--- config.mk ---
export PLATFORM = sky130hd
export DESIGN_NAME = eic_vectored
export DESIGN_NICKNAME = d
export VERILOG_FILES = /design/src/rtl/eic_pkg.sv /design/src/rtl/eic_cfg_bank.sv /design/src/rtl/eic_pick.sv /design/src/rtl/eic_present.sv /design/src/rtl/eic_vectored.sv
export SDC_FILE = /design/constraint.sdc
export NUM_CORES = 2
export LEC_CHECK = 0
export ABC_AREA = 1
export BUFFER_PORTS_ARGS = -buffer_cell sky130_fd_sc_hd__buf_2
export CORE_ASPECT_RATIO = 1.75
export CORE_MARGIN = 2
export CORE_UTILIZATION = 59
export CTS_BUF_LIST = sky130_fd_sc_hd__clkbuf_8
export CTS_CLUSTER_SIZE = 8
export DETAILED_ROUTE_END_ITERATION = 10
export PLACE_DENSITY = 0.76
export SYNTH_ARGS = -nofsm -noshare
export SYNTH_HDL_FRONTEND = slang
export SYNTH_SLANG_ARGS = --single-unit
--- constraint.sdc ---
create_clock -name clk -period 69.9 [get_ports clk]
set_input_delay 13.98 -clock clk [delete_from_list [all_inputs] [get_ports clk]]
set_output_delay 13.98 -clock clk [all_outputs]
set_load 0.01 [all_outputs]
--- src/rtl/eic_pkg.sv ---
package eic_pkg;
  localparam int EIC_LVL_W = 6;
  localparam int EIC_RS_W  = 4;

  typedef struct packed {
    logic                 nmi;
    logic                 en;
    logic [EIC_RS_W-1:0]  rset;
    logic [EIC_LVL_W-1:0] lvl;
  } line_cfg_t;

  localparam int EIC_CFG_W = $bits(line_cfg_t);
endpackage

--- src/rtl/eic_cfg_bank.sv ---
module eic_cfg_bank
  import eic_pkg::*;
#(
  parameter int N_IRQ = 40,
  parameter int IDX_W = 6
) (
  input  logic                   clk,
  input  logic                   rst,
  input  logic                   we,
  input  logic [IDX_W-1:0]       addr,
  input  logic [EIC_CFG_W-1:0]   wdata,
  output logic [EIC_CFG_W-1:0]   rdata,
  output line_cfg_t [N_IRQ-1:0]  cfg
);
  line_cfg_t [N_IRQ-1:0] cfg_q;
  logic                  in_range;

  assign in_range = int'(addr) < N_IRQ;
  assign cfg      = cfg_q;

  always_ff @(posedge clk) begin
    if (rst) begin
      cfg_q <= '0;
      rdata <= '0;
    end else begin
      rdata <= in_range ? cfg_q[addr] : '0;
      if (we && in_range) cfg_q[addr] <= line_cfg_t'(wdata);
    end
  end
endmodule

--- src/rtl/eic_pick.sv ---
module eic_pick
  import eic_pkg::*;
#(
  parameter int N_IRQ = 40,
  parameter int IDX_W = 6
) (
  input  logic [N_IRQ-1:0]        irq,
  input  line_cfg_t [N_IRQ-1:0]   cfg,
  output logic                    found,
  output logic [IDX_W-1:0]        win_idx,
  output logic [EIC_LVL_W:0]      win_key,
  output logic [EIC_RS_W-1:0]     win_rset
);
  always_comb begin
    logic                elig;
    logic [EIC_LVL_W:0]  key;
    found   = 1'b0;
    win_idx = '0;
    win_key = '0;
    for (int i = 0; i < N_IRQ; i++) begin
      elig = irq[i] && (cfg[i].nmi || (cfg[i].en && cfg[i].lvl != '0));
      key  = cfg[i].nmi ? {1'b1, {EIC_LVL_W{1'b0}}} : {1'b0, cfg[i].lvl};
      if (elig && (!found || key > win_key)) begin
        found   = 1'b1;
        win_idx = IDX_W'(i);
        win_key = key;
      end
    end
  end

  assign win_rset = cfg[win_idx].rset;
endmodule

--- src/rtl/eic_present.sv ---
module eic_present
  import eic_pkg::*;
#(
  parameter int                IDX_W      = 6,
  parameter int                ADDR_W     = 32,
  parameter logic [ADDR_W-1:0] VEC_BASE   = 32'h0000_1000,
  parameter logic [ADDR_W-1:0] VEC_STRIDE = 32'h0000_0020
) (
  input  logic                  clk,
  input  logic                  rst,
  input  logic                  found,
  input  logic [IDX_W-1:0]      win_idx,
  input  logic [EIC_LVL_W:0]    win_key,
  input  logic [EIC_RS_W-1:0]   win_rset,
  input  logic                  ack,
  output logic                  valid,
  output logic [IDX_W-1:0]      idx,
  output logic [EIC_LVL_W:0]    key,
  output logic [EIC_RS_W-1:0]   rset,
  output logic [ADDR_W-1:0]     addr
);
  logic take;

  // Load when free, when consumed, or when strictly outranked.
  assign take = !valid || ack || (found && win_key > key);

  always_ff @(posedge clk) begin
    if (rst) begin
      valid <= 1'b0;
      idx   <= '0;
      key   <= '0;
      rset  <= '0;
      addr  <= '0;
    end else if (take) begin
      valid <= found;
      idx   <= win_idx;
      key   <= win_key;
      rset  <= win_rset;
      addr  <= VEC_BASE + ADDR_W'(win_idx) * VEC_STRIDE;
    end
  end
endmodule

--- src/rtl/eic_vectored.sv ---
module eic_vectored
  import eic_pkg::*;
#(
  parameter int                N_IRQ      = 40,
  parameter int                ADDR_W     = 32,
  parameter logic [ADDR_W-1:0] VEC_BASE   = 32'h0000_1000,
  parameter logic [ADDR_W-1:0] VEC_STRIDE = 32'h0000_0020,
  localparam int               IDX_W      = (N_IRQ > 1) ? $clog2(N_IRQ) : 1,
  localparam int               CFG_W      = EIC_CFG_W,
  localparam int               LVL_W      = EIC_LVL_W,
  localparam int               RS_W       = EIC_RS_W
) (
  input  logic               clk,
  input  logic               rst,
  input  logic [N_IRQ-1:0]   irq,
  input  logic               cfg_we,
  input  logic [IDX_W-1:0]   cfg_addr,
  input  logic [CFG_W-1:0]   cfg_wdata,
  output logic [CFG_W-1:0]   cfg_rdata,
  output logic               out_valid,
  input  logic               out_ack,
  output logic [IDX_W-1:0]   out_idx,
  output logic [ADDR_W-1:0]  out_addr,
  output logic [RS_W-1:0]    out_rset,
  output logic [LVL_W-1:0]   out_lvl,
  output logic               out_nmi
);
  line_cfg_t [N_IRQ-1:0] cfg;
  logic                  found;
  logic [IDX_W-1:0]      win_idx;
  logic [LVL_W:0]        win_key;
  logic [RS_W-1:0]       win_rset;
  logic [LVL_W:0]        cur_key;

  eic_cfg_bank #(.N_IRQ(N_IRQ), .IDX_W(IDX_W)) u_bank (
    .clk(clk), .rst(rst), .we(cfg_we), .addr(cfg_addr),
    .wdata(cfg_wdata), .rdata(cfg_rdata), .cfg(cfg)
  );

  eic_pick #(.N_IRQ(N_IRQ), .IDX_W(IDX_W)) u_pick (
    .irq(irq), .cfg(cfg), .found(found), .win_idx(win_idx),
    .win_key(win_key), .win_rset(win_rset)
  );

  eic_present #(
    .IDX_W(IDX_W), .ADDR_W(ADDR_W), .VEC_BASE(VEC_BASE), .VEC_STRIDE(VEC_STRIDE)
  ) u_present (
    .clk(clk), .rst(rst), .found(found), .win_idx(win_idx), .win_key(win_key),
    .win_rset(win_rset), .ack(out_ack), .valid(out_valid), .idx(out_idx),
    .key(cur_key), .rset(out_rset), .addr(out_addr)
  );

  assign out_nmi = cur_key[LVL_W];
  assign out_lvl = cur_key[LVL_W-1:0];
endmodule

==> impl_metrics.py <==
metrics = {
    "run_status": {
        "outcome": "finished, final reports clean",
    },
    "synthesis": {
        "ys.flop_type": "dfxtp_1",
        "yosysSeqAreaShare_pct": 28.9,
        "syn_inst": 5366,
        "syn_area_per_cell_um2": 6.59,
        "yosysMostFrequentCell": "nand2_1",
        "synthTopCellsByCount": "nand2_1, o21ai_0, inv_1",
        "yosysTopAreaCell": "dfxtp_1",
        "synth_area_mm2": 0.0353,
        "async_reset_ff_share_pct": 0,
        "ys_seq_elements": 511,
        "synth_top_area_share_pct": 28.9,
        "ys.warnings.count": 0,
        "synthTopCellsByArea": "dfxtp_1, ha_1, o21ai_0, nand2_1, a21oi_1",
        "synth_edf_count": 0,
        "synth_cell_types": 55,
    },
    "critical_path": {
        "r2r_cells": 426,
        "worstPathArrival_ps": 67870,
        "critPathCaptureType": "flop",
        "regToRegEndpoint": "u_present.rset[0]",
        "cpMostUsedCell": "nand2_1",
        "slowest_delay_ps": 320,
        "crit_path_top_delay_cell": "ha_1",
        "start_kind": "primary input",
        "critPathMaxFanout": 8,
        "r2r_slack_ps": 15450,
        "r2r-start": "u_bank.cfg[5]",
        "criticalPathCategory": "in -> reg",
        "critPathRequiredTime_ps": 70520,
    },
    "timing": {
        "slew_violations": 0,
        "tightest_slew_ps": 1450,
        "slew_headroom_pct": 2.52,
        "skew_ps": 46.3,
        "timing.fmax_mhz": 14.9,
        "fin_crit_sh_pct": 96.2,
        "tns_ps": 0,
        "setup_viol": 0,
        "period_needed_ps": 67260,
        "hold_viol": 0,
    },
    "cts": {
        "root_buffer": "clkbuf_8",
        "cts_num_sinks": 511,
        "hold_buffers": 0,
        "cts_tree": "done",
        "clk_pin_slew_ps": 70,
        "numCtsBuffers": 78,
        "clk_latency_ps": 680,
        "cts_buffer_depth": 3,
        "htree_num_levels": 3,
    },
    "placement": {
        "post-dp-hpwl_um": 96900,
        "io_buffers": 98,
        "routabilityCongestion": 1.05,
    },
    "layout": {
        "fill_cells": 5310,
        "regArea_mm2": 0.0102,
        "drive_gt1_share_pct": 17.4,
        "syn_to_final_growth_pct": 16.7,
        "fin_nets": 5770,
        "multi_input_area_mm2": 0.0241,
    },
    "floorplanning": {
        "rows": 118,
        "design.die.area_mm2": 0.0620,
        "core_area_mm2": 0.0592,
        "die_w_um": 189,
        "ios": 124,
        "fp.dieH_um": 328,
        "initial_utilization_pct": 59.7,
    },
    "worst_hold_path": {
        "min-delay-start": "u_present.rset[1]",
        "worstHoldEndpoint": "u_present.rset[1]",
        "hp-class": "reg -> reg",
        "min_delay_path_depth": 2,
    },
    "power": {
        "power.total_mw": 0.632,
        "total_leakage_power_nw": 18.6,
        "powerDensity_mw_per_mm2": 15.3,
        "ir_drop_uv": 15.4,
    },
    "drt": {
        "drt_iter0_markers": 4310,
        "ant_nets": 0,
        "drc": 0,
        "wl_um": 141000,
        "drt-pass1-iter-count": 9,
        "vias": 40112,
        "viasPerCell": 6.43,
        "wl_per_cell_um": 22.5,
    },
    "run": {
        "cap_violations": 0,
    },
    "global_routing": {
        "grt_use_total_pct": 42.0,
        "grt_pass1_wl_um": 204000,
        "grt_start_max_net_pins": 131,
        "grt_pass1_vias": 36924,
        "antenna_found_initial": 5,
        "overflow": 0,
    },
}
==> per-stage QoR <==
step           util (%)  area (µm²)  hold WS (ps)  worst slack, ps  cells
5_1_grt            69.7       41200           493            -1320   6240
2_1_floorplan         -       35400           483              881   5390
3_5_place_dp       61.4       36400           456            -2550   6051
3_3_place_gp       61.4       36400           453            -1450   6051
6_report           69.7       41300           468             2640   6243
4_1_cts            63.8       37800           466             1.39   6170
==> power breakdown <==
part	total, mW	internal, mW	switching, mW
registers	0.297	0.294	0.00276
clock network	0.229	0.111	0.118
logic	0.106	0.0350	0.0706
total	0.632	0.440	0.191
==> placed cells by master (no fill, tap or decap), types with 100 or more instances in the layout <==
cell / count
buf_4: 163
a21oi_1: 564
ha_1: 217
inv_1: 598
dfxtp_1: 511
nand2_1: 799
o21ai_0: 573
nand3_2: 116
nor2_1: 285
buf_2: 100
nand3_1: 364
o22ai_1: 159
==> worst max path at each step <==
stage	startpoint	end	slack [ps]	cells after the start
CTS	irq[0]	u_present.rset[0]	1	432
finish	irq[0]	u_present.rset[0]	2640	427
floorplan	irq[0]	u_present.rset[0]	880	434
detailed placement	irq[0]	u_present.rset[0]	-2550	430
global route	irq[0]	u_present.rset[0]	-1320	430
global placement	irq[0]	u_present.rset[0]	-1450	429
==> flip-flops by register name (all words and copies together) (netlist names) <==
signal / flops
u_bank.cfg: 480
u_bank.rdata: 12
u_present.addr: 2
u_present.idx: 5
u_present.key: 7
u_present.rset: 4
u_present.valid: 1
==> timing repair <==
| action | 4_1_cts | 5_1_grt |
|---|---|---|
| pin swaps | 4 | 127 |
| resized for setup | 30 | 735 |
| cloned | 0 | 6 |
| setup endpoints to repair | 19 | 19 |
| setup buffers | 8 | 63 |
==> per-layer routing <==
metal	track usage [%]	up-vias	wire length [µm]
met5	0	-	11
met2	71.5	2385	67200
met4	32.1	2	12300
met3	7.34	783	12700
met1	46.4	18433	48400
li1	-	18509	-
==> worst max-delay path, delay by kind of cell <==
family / cells / cell delay, ps
buffers and inverters: 61 / 6860
AND/OR/NAND/NOR: 192 / 19950
AO/OA/AOI/OAI: 134 / 15980
adder cells (fa/ha/maj): 40 / 10900
==> cell families (layout without fill, tap and decap cells) <==
group,count (synthesis),after routing,share of synthesized area [%]
compound gates,1663,1663,26.0
fa+ha+maj,280,280,9.91
buf+inv,977,1045,11.1
flops,511,511,28.9
other cells,1,29,0.0106
simple gates,1934,1935,24.0
==> layout make-up <==
type                    count  area share (%)
clock inverters            25           0.282
multi-input cells        3903            58.3
diodes                      4          0.0243
clock buffers              86            2.87
well taps                 780            2.37
inverters                 634            6.01
flip-flops and latches    511            24.8
repair buffers            300            5.30
Power figures use the tool's default switching activity.
